## src/rtl/dbw_pkg.sv

```systemverilog
package dbw_pkg;
  localparam int DBW_SLOTS  = 8;
  localparam int DBW_CHAR_W = 8;
  localparam int DBW_SIZE_W = 4;
  localparam logic [DBW_CHAR_W-1:0] DBW_BLANK = 8'h20;
endpackage

```

## src/rtl/dbw_lane_write.sv

```systemverilog
module dbw_lane_write #(
  parameter int SLOTS  = 8,
  parameter int CHAR_W = 8,
  parameter int SIZE_W = 4
) (
  input  logic [$clog2(SLOTS)-1:0] offset,
  input  logic [SIZE_W-1:0]        size,
  input  logic [SLOTS*CHAR_W-1:0]  wdata,
  output logic [SLOTS-1:0]         slot_en,
  output logic [SLOTS*CHAR_W-1:0]  slot_data
);
  localparam int IDX_W = $clog2(SLOTS);

  // Each slot works out which data byte lands on it: lane = slot - offset (mod SLOTS)
  for (genvar s = 0; s < SLOTS; s++) begin : g_slot
    logic [IDX_W-1:0] lane;
    assign lane = IDX_W'(s) - offset;
    assign slot_en[s] = (SIZE_W'(lane) < size);
    assign slot_data[s*CHAR_W +: CHAR_W] = wdata[lane*CHAR_W +: CHAR_W];
  end
endmodule

```

## src/rtl/dbw_read_gather.sv

```systemverilog
module dbw_read_gather #(
  parameter int SLOTS  = 8,
  parameter int CHAR_W = 8,
  parameter int SIZE_W = 4
) (
  input  logic [$clog2(SLOTS)-1:0] offset,
  input  logic [SIZE_W-1:0]        size,
  input  logic [SLOTS*CHAR_W-1:0]  image,
  output logic [SLOTS*CHAR_W-1:0]  rdata
);
  localparam int IDX_W = $clog2(SLOTS);

  // Result byte k comes from slot offset + k (mod SLOTS); lanes at or beyond size read zero
  for (genvar k = 0; k < SLOTS; k++) begin : g_lane
    logic [IDX_W-1:0] slot;
    assign slot = offset + IDX_W'(k);
    assign rdata[k*CHAR_W +: CHAR_W] =
      (SIZE_W'(k) < size) ? image[slot*CHAR_W +: CHAR_W] : '0;
  end
endmodule

```

## src/rtl/dbw_refresh_ctl.sv

```systemverilog
module dbw_refresh_ctl #(
  parameter int SLOTS  = 8,
  parameter int CHAR_W = 8,
  parameter logic [CHAR_W-1:0] BLANK = 8'h20
) (
  input  logic                    clk,
  input  logic                    rst_n,
  input  logic                    wr_go,
  input  logic                    sink_ready,
  input  logic [SLOTS*CHAR_W-1:0] image_next,
  output logic                    disp_valid,
  output logic [SLOTS*CHAR_W-1:0] disp_data
);
  localparam logic [SLOTS*CHAR_W-1:0] BLANK_IMG = {SLOTS{BLANK}};

  logic                    pend_q, pend_n;
  logic                    valid_n;
  logic [SLOTS*CHAR_W-1:0] data_n;
  logic                    clear_fire;

  always_comb begin
    clear_fire = pend_q & sink_ready & ~wr_go;
    // The clear is retired once any refresh, clear or write, has gone out
    pend_n     = pend_q & ~wr_go & ~clear_fire;
    valid_n    = wr_go | clear_fire;
    data_n     = disp_data;
    if (wr_go)           data_n = image_next;
    else if (clear_fire) data_n = BLANK_IMG;
  end

  always_ff @(posedge clk or negedge rst_n) begin
    if (!rst_n) begin
      pend_q     <= 1'b1;
      disp_valid <= 1'b0;
      disp_data  <= BLANK_IMG;
    end else begin
      pend_q     <= pend_n;
      disp_valid <= valid_n;
      if (valid_n) disp_data <= data_n;
    end
  end
endmodule

```

## src/rtl/disp_buf_window.sv

```systemverilog
module disp_buf_window
  import dbw_pkg::*;
#(
  parameter int SLOTS  = DBW_SLOTS,
  parameter int CHAR_W = DBW_CHAR_W,
  parameter int SIZE_W = DBW_SIZE_W
) (
  input  logic                     clk,
  input  logic                     rst_n,
  input  logic [$clog2(SLOTS)-1:0] bus_addr,
  input  logic [SIZE_W-1:0]        bus_size,
  input  logic [SLOTS*CHAR_W-1:0]  bus_wdata,
  input  logic                     bus_we,
  input  logic                     bus_re,
  output logic [SLOTS*CHAR_W-1:0]  bus_rdata,
  input  logic                     sink_ready,
  output logic [SLOTS*CHAR_W-1:0]  disp_data,
  output logic                     disp_valid
);
  localparam int BUF_W = SLOTS * CHAR_W;

  logic [BUF_W-1:0] buf_q, buf_n;
  logic [BUF_W-1:0] rdata_n;
  logic [SLOTS-1:0] slot_en;
  logic [BUF_W-1:0] slot_data;
  logic [BUF_W-1:0] gathered;
  logic             size_ok;
  logic             wr_go;

  // Legal sizes are nonzero powers of two no larger than the buffer
  assign size_ok = (bus_size != '0) &&
                   ((bus_size & (bus_size - 1'b1)) == '0) &&
                   (bus_size <= SIZE_W'(SLOTS));
  assign wr_go   = bus_we & size_ok;

  dbw_lane_write #(.SLOTS(SLOTS), .CHAR_W(CHAR_W), .SIZE_W(SIZE_W)) u_lane_write (
    .offset    (bus_addr),
    .size      (bus_size),
    .wdata     (bus_wdata),
    .slot_en   (slot_en),
    .slot_data (slot_data)
  );

  dbw_read_gather #(.SLOTS(SLOTS), .CHAR_W(CHAR_W), .SIZE_W(SIZE_W)) u_read_gather (
    .offset (bus_addr),
    .size   (bus_size),
    .image  (buf_q),
    .rdata  (gathered)
  );

  always_comb begin
    buf_n = buf_q;
    for (int s = 0; s < SLOTS; s++) begin
      if (wr_go && slot_en[s]) buf_n[s*CHAR_W +: CHAR_W] = slot_data[s*CHAR_W +: CHAR_W];
    end
    rdata_n = size_ok ? gathered : '0;
  end

  always_ff @(posedge clk or negedge rst_n) begin
    if (!rst_n) begin
      buf_q     <= {SLOTS{DBW_BLANK}};
      bus_rdata <= '0;
    end else begin
      if (wr_go)  buf_q     <= buf_n;
      if (bus_re) bus_rdata <= rdata_n;
    end
  end

  dbw_refresh_ctl #(.SLOTS(SLOTS), .CHAR_W(CHAR_W), .BLANK(DBW_BLANK)) u_refresh (
    .clk        (clk),
    .rst_n      (rst_n),
    .wr_go      (wr_go),
    .sink_ready (sink_ready),
    .image_next (buf_n),
    .disp_valid (disp_valid),
    .disp_data  (disp_data)
  );
endmodule

```

## config.mk

```make
export PLATFORM = sky130hd
export DESIGN_NAME = disp_buf_window
export DESIGN_NICKNAME = d
export VERILOG_FILES = /design/src/rtl/dbw_pkg.sv /design/src/rtl/dbw_lane_write.sv /design/src/rtl/dbw_read_gather.sv /design/src/rtl/dbw_refresh_ctl.sv /design/src/rtl/disp_buf_window.sv
export SDC_FILE = /design/constraint.sdc
export NUM_CORES = 1
export LEC_CHECK = 0
export ABC_CLOCK_PERIOD_IN_PS = 2000
export CAP_MARGIN = 5
export CORE_MARGIN = 1.5
export CORE_UTILIZATION = 58
export DETAILED_ROUTE_END_ITERATION = 8
export DONT_BUFFER_PORTS = 1
export GPL_TIMING_DRIVEN = 1
export HOLD_SLACK_MARGIN = 0.12
export PLACE_DENSITY_LB_ADDON = 0.08
export REMOVE_ABC_BUFFERS = 1
export SLEW_MARGIN = 20
export SYNTH_ARGS = -nofsm -noshare
export SYNTH_HDL_FRONTEND = slang
export SYNTH_SLANG_ARGS = --single-unit
```

## constraint.sdc

```tcl
create_clock -name clk -period 2 [get_ports clk]
set_input_delay 0.4 -clock clk [delete_from_list [all_inputs] [get_ports clk]]
set_output_delay 0.4 -clock clk [all_outputs]
set_load 0.005 [all_outputs]
```

==> impl_metrics.ini <==
[placement]
io_buffers = 0
dp_cells = 1512
placed_area_um2 = 14300
gp_congestion = 0.919
place_ws_ns = -0.534
dp_hpwl_um = 28900

[synth]
synth-seq-cells = 194
async_flop_share_pct = 100
yosysUniqueCellTypes = 57
synth_top_flop_cell = dfrtp_1
synth_edf_count = 0
synth-seq-area-share_pct = 35.9
synth_warnings = 0
syn_area_um2 = 13600
avgSynthCellArea_um2 = 11.2
syn_inst = 1209

[clock_tree]
numCtsBuffers = 17
ctsHoldBuffers = 2
ctsRootBufferMaster = clkbuf_16
clkTransAtPathRegs_ns = 0.07
worstSkewPairLatency_ns = 0.44
cts_tree = built
clk_path_buf_depth = 2
htree_levels = 4
cts_sinks = 194

[routing]
drt_first_pass_iters = 7
avgViaCountPerCell = 7.04
drc = 0
postRouteWirelength_um = 42100
drt.antenna.violating_nets = 0
drt_iter0_markers = 1164
vias = 10900
avgRoutedWirePerCell_um = 27.2

[sta]
holdWs_ns = -0.342
fin_ws_ns = -0.0527
max_slew_margin_pct = 50.0
slew_violations = 0
min_period_ns = 2.05
period_share_pct = 103
fmax_mhz = 487
final_hold_viol_count = 194
tightest_slew_ns = 0.749
rsz0062_at_grt = yes
setup_viol = 10
skew_ns = 0.0138

[outcome]
violations = hold timing, setup timing
outcome = complete, but fails checks

[layout]
layout-drive-gt1-share_pct = 30.1
final_util_pct = 66.3
stdcell_count = 1549
nets = 1312
fill_cells = 1739
final_common_cell = dfrtp_1
final_cell_mix = 177 x dfrtp_1, 149 x nand2_1, 112 x mux4_2
design_area_um2 = 15100
area_growth_syn_to_layout_pct = 11.3

[critical_path]
critPathKind = input port to flop
startpoint_type = input port
crit_fanout = 84
worstPathRequired_ns = 2.35
rr_worst_depth = 3
endpoint_kind = flop
cp.arrival_ns = 2.40

[power_and_ir_drop]
ir_worst_vdd_uv = 524
p_per_area_nw_per_um2 = 1000
p_leak_uw = 0.00672

[grt]
grt_pass1_wl_um = 64400
grtUsageTotal_pct = 35.3
antenna_found_initial = 0
grt_max_degree = 195
grt_overflow_total = 0
grt_pass1_vias = 10700

[worst_hold_path]
hold_path_class = input port to async pin

[floorplanning]
start_util_pct = 59.6
fp.dieW_um = 156
core_um2 = 22800
num_io_pins = 205
die_area_um2 = 24300
die_h_um = 156
rows = 55

[flow_run]
maxCapViolations = 0
worst paths after layout:
kind,startpoint,to,slack (ns)
max,bus_addr[1],u_refresh.disp_data[13]$_DFFE_PN1P_,-0.05
max reg2reg,buf_q[24]$_DFFE_PN0N_,bus_rdata[32]$_DFFE_PN0P_,0.50
min reg2reg,buf_q[45]$_DFFE_PN1N_,buf_q[45]$_DFFE_PN1N_,0.51
max in group asynchronous,rst_n,u_refresh.disp_data[21]$_DFFE_PN1P_,2.09
min in group clk,bus_we,u_refresh.disp_data[29]$_DFFE_PN1P_,0.15
min,rst_n,bus_rdata[62]$_DFFE_PN0P_,-0.34
per-stage QoR:
step           setup TNS [ns]  power [µW]
2_1_floorplan         -203.97        9610
3_3_place_gp           -38.38       11200
3_5_place_dp           -43.44       11400
4_1_cts               -0.0602       15000
5_1_grt                -0.491       15900
6_report               -0.314       15200
power by group:
group          total, µW  internal, µW  switching (µW)
Clock               3610          1990            1610
Combinational       4910          2750            2160
Sequential          6640          5050            1590
Yosys cell counts (all sizes together), types with 3 or more instances:
cell type	n	area, µm²
dfrtp	177	4430
nand2	151	574
mux4	112	2520
mux2i	110	1100
o22ai	96	601
inv	94	353
clkbuf	59	223
mux2	50	578
a21oi	48	240
buf	48	317
a221o	30	300
and3	29	181
a2111oi	20	206
dfstp	17	447
o311ai	17	149
a22o	16	140
o22a	16	140
or2	16	100
a211oi	15	160
a21o	15	113
a311o	14	140
ha	14	175
nor2	7	28.8
nor2b	5	33.8
o211ai	5	47.5
o21ai	4	20.0
o21ba	4	40.0
xor2	4	68.8
a221oi	3	32.5
nor3b	3	22.5
metal layers:
metal  wire length, µm  vias to the layer above  GRT usage, %  share of wire (%)
met5                 0                        -             0                  0
li1                  -                     4697             -                  -
met3              4780                       63          11.5                 11
met1             16900                     5576          48.2                 40
met4               755                        0          8.80                1.8
met2             19700                      564          54.7                 47
cells by family after synthesis:
group,Yosys count,synth area share [%]
compound gates,308,17.5
mux,272,31.0
simple gates,216,7.28
buf+inv,201,6.57
flops,194,35.9
fa+ha+maj,14,1.29
xor+xnor,4,0.507
flip-flops by register name (all words and copies together), names as in the netlist:
register / flops
buf_q: 64
bus_rdata: 64
u_refresh.disp_data: 64
u_refresh.disp_valid: 1
u_refresh.pend_q: 1
worst max-delay path, cell delays in order:
cell	delay, ns
xor2_4	0.20
buf_4	0.14
ha_1	0.28
buf_4	0.14
a221o_2	0.47
a2111oi_1	0.50
buf_4	0.19
a311oi_1	0.04
what timing repair did:
action,in CTS,in global routing
pin swaps,0,8
endpoints found under the setup margin,16,87
gates resized for setup,6,29
gates cloned,0,1
buffers inserted,0,1
endpoints found under the hold margin,260,194
final cells by class:
cell class / instances / area (µm²) / area share, %
clock inverter: 10 / 119 / 0.787
clock buffer: 22 / 484 / 3.20
multi-input combinational: 814 / 7930 / 52.5
antenna: 1 / 2.50 / 0.0166
sequential: 194 / 4880 / 32.3
tap: 313 / 392 / 2.59
inverter: 94 / 353 / 2.34
timing repair buffer: 101 / 958 / 6.34
No activity file was read; power rests on OpenSTA's default activity.
